File: src/rtl/mii_mgmt_pkg.sv
package mii_mgmt_pkg;

    localparam int CTL_W     = 32;
    localparam int BIT_WEN   = 13;
    localparam int BIT_REN   = 14;
    localparam int BIT_CLK   = 16;
    localparam int BIT_TXD   = 17;
    localparam int BIT_MRD   = 18;
    localparam int BIT_RXD   = 19;
    localparam int DATA_W    = 16;
    localparam int ADDR_W    = 5;
    localparam int LOAD_LSB  = 15;
    localparam int STATUS_REG = 1;
    localparam logic [DATA_W-1:0] LINK_VAL = 16'h0004;

    localparam logic [CTL_W-1:0] FEED_WORD =
        (CTL_W'(1) << BIT_CLK) | (CTL_W'(1) << BIT_WEN);
    localparam logic [CTL_W-1:0] POP_WORD =
        (CTL_W'(1) << BIT_CLK) | (CTL_W'(1) << BIT_REN) | (CTL_W'(1) << BIT_MRD);
    localparam logic [CTL_W-1:0] TXD_MASK = ~(CTL_W'(1) << BIT_TXD);

    typedef enum logic [1:0] {
        CMD_NONE,
        CMD_FEED,
        CMD_POP
    } strobe_kind_e;

    typedef enum logic [3:0] {
        ST_IDLE,
        ST_SYNC,
        ST_OPC,
        ST_OP_HI,
        ST_OP_LO,
        ST_PHY,
        ST_REG,
        ST_TA_HI,
        ST_TA_LO,
        ST_DATA
    } frame_state_e;

    typedef struct packed {
        logic              fire;
        logic [ADDR_W-1:0] addr;
    } rd_req_t;

    typedef struct packed {
        logic              fire;
        logic [ADDR_W-1:0] addr;
        logic [DATA_W-1:0] data;
    } wr_req_t;

    function automatic strobe_kind_e classify(input logic [CTL_W-1:0] w);
        logic [CTL_W-1:0] m;
        m = w & TXD_MASK;
        if (m == FEED_WORD)     return CMD_FEED;
        else if (m == POP_WORD) return CMD_POP;
        else                    return CMD_NONE;
    endfunction

endpackage

File: src/rtl/mii_strobe_decode.sv
module mii_strobe_decode
    import mii_mgmt_pkg::*;
(
    input  logic             wr_en,
    input  logic [CTL_W-1:0] wr_data,
    output logic             feed,
    output logic             pop,
    output logic             bit_in
);
    strobe_kind_e kind;

    always_comb begin
        kind   = wr_en ? classify(wr_data) : CMD_NONE;
        feed   = (kind == CMD_FEED);
        pop    = (kind == CMD_POP);
        bit_in = wr_data[BIT_TXD];
    end
endmodule

File: src/rtl/mii_frame_fsm.sv
module mii_frame_fsm
    import mii_mgmt_pkg::*;
#(
    parameter int AW = ADDR_W,
    parameter int DW = DATA_W
) (
    input  logic    clk,
    input  logic    rst,
    input  logic    feed,
    input  logic    bit_in,
    output rd_req_t rd_req,
    output wr_req_t wr_req
);
    localparam int CNT_W = $clog2(DW + 1);
    localparam logic [CNT_W-1:0] ADDR_LAST = CNT_W'(AW - 1);
    localparam logic [CNT_W-1:0] DATA_LAST = CNT_W'(DW - 1);

    frame_state_e   state_q, state_n;
    logic           is_rd_q, is_rd_n;
    logic [CNT_W-1:0] cnt_q, cnt_n;
    logic [AW-1:0]  phy_q, phy_n;
    logic [AW-1:0]  reg_q, reg_n;
    logic [DW-1:0]  data_q, data_n;

    always_comb begin
        state_n = state_q;
        is_rd_n = is_rd_q;
        cnt_n   = cnt_q;
        phy_n   = phy_q;
        reg_n   = reg_q;
        data_n  = data_q;
        rd_req  = '0;
        wr_req  = '0;
        if (feed) begin
            unique case (state_q)
                ST_IDLE: begin
                    state_n = bit_in ? ST_IDLE : ST_SYNC;
                    phy_n   = '0;
                    reg_n   = '0;
                    data_n  = '0;
                end
                ST_SYNC:  state_n = bit_in ? ST_OPC : ST_IDLE;
                ST_OPC:   state_n = bit_in ? ST_OP_HI : ST_OP_LO;
                ST_OP_HI: begin
                    state_n = bit_in ? ST_IDLE : ST_PHY;
                    is_rd_n = 1'b1;
                    cnt_n   = '0;
                end
                ST_OP_LO: begin
                    state_n = bit_in ? ST_PHY : ST_IDLE;
                    is_rd_n = 1'b0;
                    cnt_n   = '0;
                end
                ST_PHY: begin
                    phy_n = {phy_q[AW-2:0], bit_in};
                    cnt_n = cnt_q + 1'b1;
                    if (cnt_q == ADDR_LAST) begin
                        state_n = ST_REG;
                        cnt_n   = '0;
                    end
                end
                ST_REG: begin
                    reg_n = {reg_q[AW-2:0], bit_in};
                    cnt_n = cnt_q + 1'b1;
                    if (cnt_q == ADDR_LAST) begin
                        cnt_n = '0;
                        if (is_rd_q) begin
                            rd_req.fire = 1'b1;
                            rd_req.addr = reg_n;
                            state_n     = ST_IDLE;
                        end else begin
                            state_n = ST_TA_HI;
                        end
                    end
                end
                ST_TA_HI: state_n = bit_in ? ST_TA_LO : ST_IDLE;
                ST_TA_LO: begin
                    state_n = bit_in ? ST_IDLE : ST_DATA;
                    cnt_n   = '0;
                end
                ST_DATA: begin
                    data_n = {data_q[DW-2:0], bit_in};
                    cnt_n  = cnt_q + 1'b1;
                    if (cnt_q == DATA_LAST) begin
                        wr_req.fire = 1'b1;
                        wr_req.addr = reg_q;
                        wr_req.data = data_n;
                        state_n     = ST_IDLE;
                        cnt_n       = '0;
                    end
                end
                default: state_n = ST_IDLE;
            endcase
        end
    end

    always_ff @(posedge clk) begin
        if (rst) begin
            state_q <= ST_IDLE;
            is_rd_q <= 1'b0;
            cnt_q   <= '0;
            phy_q   <= '0;
            reg_q   <= '0;
            data_q  <= '0;
        end else begin
            state_q <= state_n;
            is_rd_q <= is_rd_n;
            cnt_q   <= cnt_n;
            phy_q   <= phy_n;
            reg_q   <= reg_n;
            data_q  <= data_n;
        end
    end
endmodule

File: src/rtl/mii_regfile.sv
module mii_regfile
    import mii_mgmt_pkg::*;
#(
    parameter int AW = ADDR_W,
    parameter int DW = DATA_W,
    parameter int STAT_IDX = STATUS_REG,
    parameter logic [DW-1:0] LINK_WORD = LINK_VAL
) (
    input  logic          clk,
    input  logic          rst,
    input  wr_req_t       wr_req,
    input  logic [AW-1:0] rd_addr,
    input  logic          link_up,
    output logic [DW-1:0] rd_data
);
    localparam int NUM_REGS = 1 << AW;

    logic [DW-1:0]       mem_q [NUM_REGS];
    logic [NUM_REGS-1:0] we;

    for (genvar i = 0; i < NUM_REGS; i++) begin : g_we
        assign we[i] = wr_req.fire && (wr_req.addr == AW'(i));
    end

    always_ff @(posedge clk) begin
        for (int i = 0; i < NUM_REGS; i++) begin
            if (rst)        mem_q[i] <= '0;
            else if (we[i]) mem_q[i] <= wr_req.data;
        end
    end

    always_comb begin
        if (rd_addr == AW'(STAT_IDX)) rd_data = link_up ? LINK_WORD : '0;
        else                          rd_data = mem_q[rd_addr];
    end
endmodule

File: src/rtl/mii_out_shifter.sv
module mii_out_shifter
    import mii_mgmt_pkg::*;
#(
    parameter int W  = CTL_W,
    parameter int DW = DATA_W,
    parameter int LSB = LOAD_LSB
) (
    input  logic          clk,
    input  logic          rst,
    input  logic          load,
    input  logic [DW-1:0] load_data,
    input  logic          pop,
    output logic [W-1:0]  sh_q
);
    always_ff @(posedge clk) begin
        if (rst)       sh_q <= '0;
        else if (load) sh_q <= W'(load_data) << LSB;
        else if (pop)  sh_q <= {sh_q[W-2:0], 1'b0};
    end
endmodule

File: src/rtl/mii_mgmt_slave.sv
module mii_mgmt_slave
    import mii_mgmt_pkg::*;
(
    input  logic             clk,
    input  logic             rst,
    input  logic             wr_en,
    input  logic [CTL_W-1:0] wr_data,
    input  logic             link_up,
    output logic [CTL_W-1:0] ctl_q
);
    logic              feed, pop, bit_in;
    rd_req_t           rd_req;
    wr_req_t           wr_req;
    logic [DATA_W-1:0] rd_data;
    logic [CTL_W-1:0]  sh_q;
    logic              rd_fire;
    logic [ADDR_W-1:0] rd_addr;

    assign rd_fire = rd_req.fire;
    assign rd_addr = rd_req.addr;

    mii_strobe_decode u_dec (
        .wr_en  (wr_en),
        .wr_data(wr_data),
        .feed   (feed),
        .pop    (pop),
        .bit_in (bit_in)
    );

    mii_frame_fsm u_fsm (
        .clk   (clk),
        .rst   (rst),
        .feed  (feed),
        .bit_in(bit_in),
        .rd_req(rd_req),
        .wr_req(wr_req)
    );

    mii_regfile u_rf (
        .clk    (clk),
        .rst    (rst),
        .wr_req (wr_req),
        .rd_addr(rd_addr),
        .link_up(link_up),
        .rd_data(rd_data)
    );

    mii_out_shifter u_sh (
        .clk      (clk),
        .rst      (rst),
        .load     (rd_fire),
        .load_data(rd_data),
        .pop      (pop),
        .sh_q     (sh_q)
    );

    always_ff @(posedge clk) begin
        if (rst) begin
            ctl_q <= '0;
        end else if (wr_en) begin
            ctl_q <= wr_data;
            if (pop) ctl_q[BIT_RXD] <= sh_q[CTL_W-1];
        end
    end
endmodule

File: config.mk
export PLATFORM = sky130hd
export DESIGN_NAME = mii_mgmt_slave
export DESIGN_NICKNAME = d
export VERILOG_FILES = /design/src/rtl/mii_mgmt_pkg.sv /design/src/rtl/mii_strobe_decode.sv /design/src/rtl/mii_frame_fsm.sv /design/src/rtl/mii_regfile.sv /design/src/rtl/mii_out_shifter.sv /design/src/rtl/mii_mgmt_slave.sv
export SDC_FILE = /design/constraint.sdc
export NUM_CORES = 1
export LEC_CHECK = 0
export ABC_AREA = 0
export ABC_CLOCK_PERIOD_IN_PS = 3200
export BUFFER_PORTS_ARGS = -buffer_cell sky130_fd_sc_hd__buf_2
export CORE_UTILIZATION = 55
export CTS_BUF_LIST = sky130_fd_sc_hd__clkbuf_8
export DETAILED_ROUTE_END_ITERATION = 8
export MAX_ROUTING_LAYER = met4
export PLACE_DENSITY_LB_ADDON = 0.3
export SLEW_MARGIN = 30
export SYNTH_ARGS = -nofsm -noshare
export SYNTH_HDL_FRONTEND = slang
export SYNTH_SLANG_ARGS = --single-unit
File: constraint.sdc
create_clock -name clk -period 3.2 [get_ports clk]
set_clock_uncertainty 0.2 [all_clocks]
set_input_delay 0.64 -clock clk [delete_from_list [all_inputs] [get_ports clk]]
set_output_delay 0.64 -clock clk [all_outputs]
set_load 0.05 [all_outputs]
==> impl_metrics.json, run 1 <==
{
  "netlist_instances": 2285,
  "critPathRequiredTime_ps": 3560,
  "fillerInstances": 3320,
  "cpLargestDelayFamily": "simple AND/OR/NAND/NOR gates",
  "grt_overflow": 0,
  "p_leak_nw": 11.1,
  "p_per_area_mw_per_mm2": 486,
  "timing.final.crit_share_pct": 101,
  "synth-seq-cells": 591,
  "dpl.cell_count": 3060,
  "relSlewSlack_pct": 45.5,
  "yosysWarnings": 0,
  "dp_hpwl_um": 57300,
  "path_cells": "inv_2 -> ha_4 -> or4bb_4 -> nor3_4 -> and4_4 -> buf_12 -> nand2_4 -> buf_6 -> o22ai_4 -> o221ai_2 -> nor4b_2 -> a211oi_1",
  "maxCapViolCount": 0,
  "max_stage_delay_ps": 480,
  "crit_path_end_kind": "flip-flop",
  "async_flop_share_pct": 0,
  "gp_congestion": 1.08,
  "synth_edf_count": 512,
  "r2r_cells": 12,
  "drv_slew": 0,
  "drtAntennaViolNets": 0,
  "final_core_util_pct": 69.1,
  "rr_endpoint": "u_sh.sh_q[26]",
  "avgSynthCellArea_um2": 11.6,
  "cts.sinks": 591,
  "instances_no_fill": 3261,
  "fin_crit_ps": 3230,
  "dpl-instance-area_mm2": 0.0301,
  "critPathArrivalTime_ps": 3590,
  "avgViaCountPerCell": 6.45,
  "drt_pre_antenna_iters": 9,
  "ir_drop_v": 0.000289,
  "via_count": 21000,
  "fmax_mhz": 310,
  "ys_seq_area_share_pct": 63.8,
  "grt_pass1_vias": 20200,
  "synth_cell_types": 78,
  "violations": "setup timing",
  "worstMarginPinSlew_ps": 812,
  "drtIter0Drc": 3070,
  "r2r_slack_ps": -30,
  "worstReg2RegStart": "u_fsm.cnt_q[0]",
  "htreeDepth": 3,
  "clkTransAtPathRegs_ps": 60,
  "clock-root-buffer": "clkbuf_8",
  "worst_slack_ps": -30.3,
  "start_kind": "flip-flop",
  "initial_core_util_pct": 55.7,
  "avgRoutedWirePerCell_um": 26.9,
  "setup_viol": 6,
  "cts_buffer_depth": 3,
  "die_h_um": 222,
  "hold_viol": 0,
  "grt_pass1_wl_um": 128000,
  "io_pins": 68,
  "power_w": 0.0160,
  "die_area_mm2": 0.0492,
  "timing.hold.worst.class": "input port to flip-flop",
  "portBuffers": 67,
  "antenna_found_initial": 1,
  "min_path_cells": 3,
  "core_area_mm2": 0.0477,
  "wl_um": 87700,
  "status": "complete, but fails checks",
  "crit_fanout": 9,
  "final_area_mm2": 0.0330,
  "drive_gt1_share_pct": 26.6,
  "clock_latency_ps": 690,
  "path_class": "flip-flop to flip-flop",
  "fin_nets": 2610,
  "whs_endpoint": "ctl_q[3]",
  "track_usage_pct": 36.5,
  "syn_area_mm2": 0.0266,
  "row_count": 80,
  "area_growth_pct": 24.1,
  "grt_max_degree": 63,
  "drc_errors": 0,
  "die_w_um": 222,
  "cts_tree": "yes",
  "synth_ff_type": "edfxtp_1",
  "path_buf_inv": 3,
  "hp-start": "wr_data[3]",
  "rsz0062_at_grt": "yes",
  "syn_nets": 2325,
  "cts_buffers": 97,
  "slowest_stage": "or4bb_4"
}
## registers in the layout, indices dropped and copies added, names as in the netlist
signal and cells:
u_fsm.cnt_q 5, u_fsm.reg_q 5, ctl_q 32, u_rf.mem_q 512, u_sh.sh_q 17, u_fsm.data_q 15, u_fsm.state_q 4, u_fsm.is_rd_q 1
## where the power goes
part | total, W | internal, W | switching [W]
combinational | 0.000819 | 0.000273 | 0.000546
sequential | 0.00884 | 0.00870 | 0.000134
clock | 0.00637 | 0.00331 | 0.00306
## cell families after synthesis
family | count (synthesis) | share of synthesized area [%]
compound gates | 275 | 7.14
xor+xnor | 3 | 0.0989
fa+ha+maj | 4 | 0.188
buf+inv | 205 | 3.37
flops | 591 | 63.8
mux | 209 | 9.12
simple gates | 998 | 16.3
## cells in the final DEF, fill, tap and decap left out, drive strengths merged, types with 7 or more instances in the layout
cell type,n
nor2,636
edfxtp,512
buf,366
nand2,202
mux2i,160
clkbuf,105
dfxtp,79
a21oi,53
clkinv,42
inv,39
o21ai,36
o22ai,30
nand3,27
mux2,25
nor3,25
mux4,24
nor4,24
a22oi,22
nand4,21
a31oi,19
a211oi,19
o221ai,17
nand2b,10
a21o,10
o211ai,10
or3,10
a221o,9
and3,9
or4,7
a211o,7
o32ai,7
## layout make-up
| class | count | area [um^2] | area share, % |
|---|---|---|---|
| Antenna cell | 1 | 2.50 | 0.00759 |
| Clock inverter | 70 | 398 | 1.21 |
| Tap cell | 615 | 769 | 2.33 |
| Inverter | 18 | 67.6 | 0.205 |
| Timing Repair Buffer | 373 | 3720 | 11.3 |
| Clock buffer | 104 | 1430 | 4.34 |
| Multi-Input combinational cell | 1489 | 9630 | 29.2 |
| Sequential cell | 591 | 17000 | 51.4 |
## through the flow
step	TNS (ps)	setup WS, ps	hold slack, ps
after floorplan	-2080	-28.0	232
after global placement	-294380	-886	247
after detailed placement	-287620	-907	255
after CTS	-139	-51.4	1.37
after global routing	-691	-102	40.6
final	-110	-30.3	39.6
## worst max-delay path by stage
stage,start,end,slack [ps],cells after the start
after floorplan,wr_data[6],u_rf.mem_q[1][0],-30,11
after global placement,wr_data[31],u_sh.sh_q[21],-890,12
after detailed placement,wr_data[31],u_sh.sh_q[21],-910,12
after CTS,u_fsm.state_q[3],u_sh.sh_q[22],-50,13
after global routing,u_fsm.cnt_q[1],u_sh.sh_q[27],-100,13
final,u_fsm.cnt_q[0],u_sh.sh_q[26],-30,12
## metal layers
layer  global-route usage, %  vias to the layer above  share of wire (%)
met5                       -                        -                  0
met2                    54.0                     1646                 45
met1                    47.6                    10200                 37
li1                        -                     8850                  -
met3                    7.90                      346                 13
met4                    19.2                        0                5.8
## cell usage after synthesis (19+ instances only)
cell	number	area (um^2)
mux4_2	24	541
nand4_1	19	119
a31oi_1	19	119
buf_2	28	140
a211oi_1	19	143
a21oi_1	53	265
edfxtp_1	512	15400
a22oi_1	22	165
nand3_1	26	130
o22ai_1	30	188
mux2_2	24	270
nor3_1	20	100
mux2i_1	160	1600
nand2_1	193	724
clkbuf_1	118	443
o21ai_0	32	160
nor2_1	623	2340
buf_1	23	86.3
dfxtp_1	79	1580
## tightest hold or removal path, cell delays in order
cell,delay (ps)
buf_2,90
mux2i_1,70
nor2_1,80
## what timing repair did
item	in CTS	in global routing
resized for setup	72	74
pin swaps	24	18
setup buffers	11	7
hold buffers	6	0
endpoints found under the hold margin	6	0
endpoints found under the setup margin	16	16
gates cloned	2	1
No activity file was read; power rests on OpenSTA's default activity.
==> inputs of run 2 (changes only) <==
--- a/config.mk
+++ b/config.mk
@@ -9,7 +9,6 @@
 export ABC_CLOCK_PERIOD_IN_PS = 3200
 export BUFFER_PORTS_ARGS = -buffer_cell sky130_fd_sc_hd__buf_2
 export CORE_UTILIZATION = 55
-export CTS_BUF_LIST = sky130_fd_sc_hd__clkbuf_8
 export DETAILED_ROUTE_END_ITERATION = 8
 export MAX_ROUTING_LAYER = met4
 export PLACE_DENSITY_LB_ADDON = 0.3
==> run 2 against run 1 <==
The run still ends with setup timing left. Critical path depth stayed put. Hold slack improved by 25 ps. Non-clock buffer count decreased by 4.
==> impl_metrics.json, run 2 (same netlist as run 1, synthesis figures left out) <==
{
  "status": "complete, but fails checks",
  "violations": "setup timing",
  "cts_buffer_depth": 3,
  "crit_path_end_kind": "flip-flop",
  "routed-wl-met3_um": 10800,
  "setup_tns_ps": -42.5,
  "reg_top3": "u_rf.mem_q x512, ctl_q x32, u_sh.sh_q x17",
  "pre_cts_slack_ps": -907,
  "drv_slew": 0,
  "clkTransAtPathRegs_ps": 70,
  "timing.final.crit_share_pct": 100,
  "wl_met2_um": 39400,
  "dp_hpwl_um": 57300,
  "fillerInstances": 3366,
  "relSlewSlack_pct": 45.8,
  "core_area_mm2": 0.0477,
  "wl_um": 87500,
  "p_per_area_mw_per_mm2": 495,
  "fin_nets": 2569,
  "initial_core_util_pct": 55.7,
  "fin_crit_ps": 3220,
  "slowest_stage": "or3_4",
  "maxCapViolCount": 0,
  "top_register": "u_rf.mem_q",
  "p_leak_nw": 10.9,
  "drt_pre_antenna_iters": 8,
  "cp_common_cell": "buf_6",
  "hold-worst-slack_ps": 64.6,
  "holdBufCountCts": 0,
  "path_class": "flip-flop to flip-flop",
  "critPathRequiredTime_ps": 3510,
  "largest_reg_flops": 512,
  "cts_buffers": 59,
  "grt_overflow": 0,
  "max_stage_delay_ps": 430,
  "grt_max_degree": 63,
  "cts.sinks": 591,
  "fmax_mhz": 311,
  "hold_viol": 0,
  "die_w_um": 222,
  "antenna_found_initial": 0,
  "ir_drop_v": 0.000386,
  "grt_pass1_vias": 20100,
  "drtAntennaViolNets": 0,
  "final_cell_mix": "nor2_1, edfxtp_1, buf_4, nand2_1, mux2i_1",
  "final_common_cell": "nor2_1",
  "clock-root-buffer": "clkbuf_16",
  "io_pins": 68,
  "critPathArrivalTime_ps": 3530,
  "track_usage_pct": 36.7,
  "avgRoutedWirePerCell_um": 27.4,
  "worst_slack_ps": -15.2,
  "drt-met1-wl_um": 32000,
  "worstMarginPinSlew_ps": 807,
  "die_area_mm2": 0.0492,
  "gp_congestion": 1.08,
  "drtIter0Drc": 3114,
  "portBuffers": 67,
  "final_core_util_pct": 68.4,
  "setup_viol": 4,
  "htreeDepth": 2,
  "avgViaCountPerCell": 6.51,
  "start_kind": "flip-flop",
  "drive_gt1_share_pct": 24.9,
  "timing.hold.worst.class": "input port to flip-flop",
  "drc_errors": 0,
  "via_count": 20800,
  "path_cells": "buf_6 -> nor4bb_4 -> buf_4 -> nand4_1 -> nor4_4 -> buf_6 -> buf_12 -> mux2i_4 -> o32ai_4 -> or3_4 -> a31oi_4 -> and3b_1",
  "die_h_um": 222,
  "crit_fanout": 7,
  "clock_latency_ps": 640,
  "power_w": 0.0162,
  "grt_pass1_wl_um": 128000,
  "routed.top_layer": "met4",
  "area_growth_pct": 22.9,
  "cts_tree": "yes",
  "row_count": 80,
  "rsz0062_at_grt": "yes"
}
run 2: changes by cell type in the layout (fill, tap and decap cells not counted), sizes merged:
cell,change
clkinvlp,+3
bufinv,-2
dlygate4sd3,-6
inv,-19
buf,+3
o21bai,+1
clkinv,-16
clkbuf,-32
run 2: path summary, 6_finish.rpt:
path	cells after the start	slack, ps	from	end
setup / recovery	12	-20	u_fsm.state_q[3]	u_sh.sh_q[22]
hold / removal	3	60	wr_data[2]	ctl_q[2]
setup reg to reg	12	-20	u_fsm.state_q[3]	u_sh.sh_q[22]
hold reg to reg	2	270	u_sh.sh_q[31]	u_sh.sh_q[31]
run 2: through the flow:
stage | std cells | instance area (um^2)
2_1_floorplan | 2285 | 26800
3_3_place_gp | 3060 | 30100
3_5_place_dp | 3060 | 30100
4_1_cts | 3183 | 32400
5_1_grt | 3192 | 32700
6_report | 3193 | 32700
run 2: critical path: cells and delay by family (launching register included):
family,cells,cell delay (ps)
and+or+nand+nor,5,1320
AOI/OAI and AO/OA,2,300
muxes,1,270
DFF,1,330
buffers and inverters,4,650
run 2: layout make-up:
class                      instances  area (um^2)  share of cell area, %
tap                              615          769                   2.36
antenna                            1         2.50                0.00766
inverter                          18         67.6                  0.207
multi-input combinational       1490         9480                   29.0
timing repair buffer             369         3610                   11.1
sequential                       591        17000                   51.9
clock buffer                      73         1530                   4.68
clock inverter                    36          238                  0.728
run 2: repair_timing:
action,CTS,global route
buffers inserted,11,11
cloned,3,0
resized for setup,73,33
pin swaps,21,20
endpoints found under the setup margin,16,118
run 2: where the power goes:
group / internal, W / switching (W) / total (W)
clock: 0.00354 / 0.00298 / 0.00652
sequential: 0.00870 / 0.000132 / 0.00883
combinational: 0.000266 / 0.000542 / 0.000808
run 2: per-layer routing:
| metal | global-route usage [%] | up-vias |
|---|---|---|
| li1 | - | 8761 |
| met1 | 48.0 | 10200 |
| met2 | 54.2 | 1495 |
| met3 | 7.50 | 332 |
| met4 | 19.3 | 0 |
| met5 | - | - |
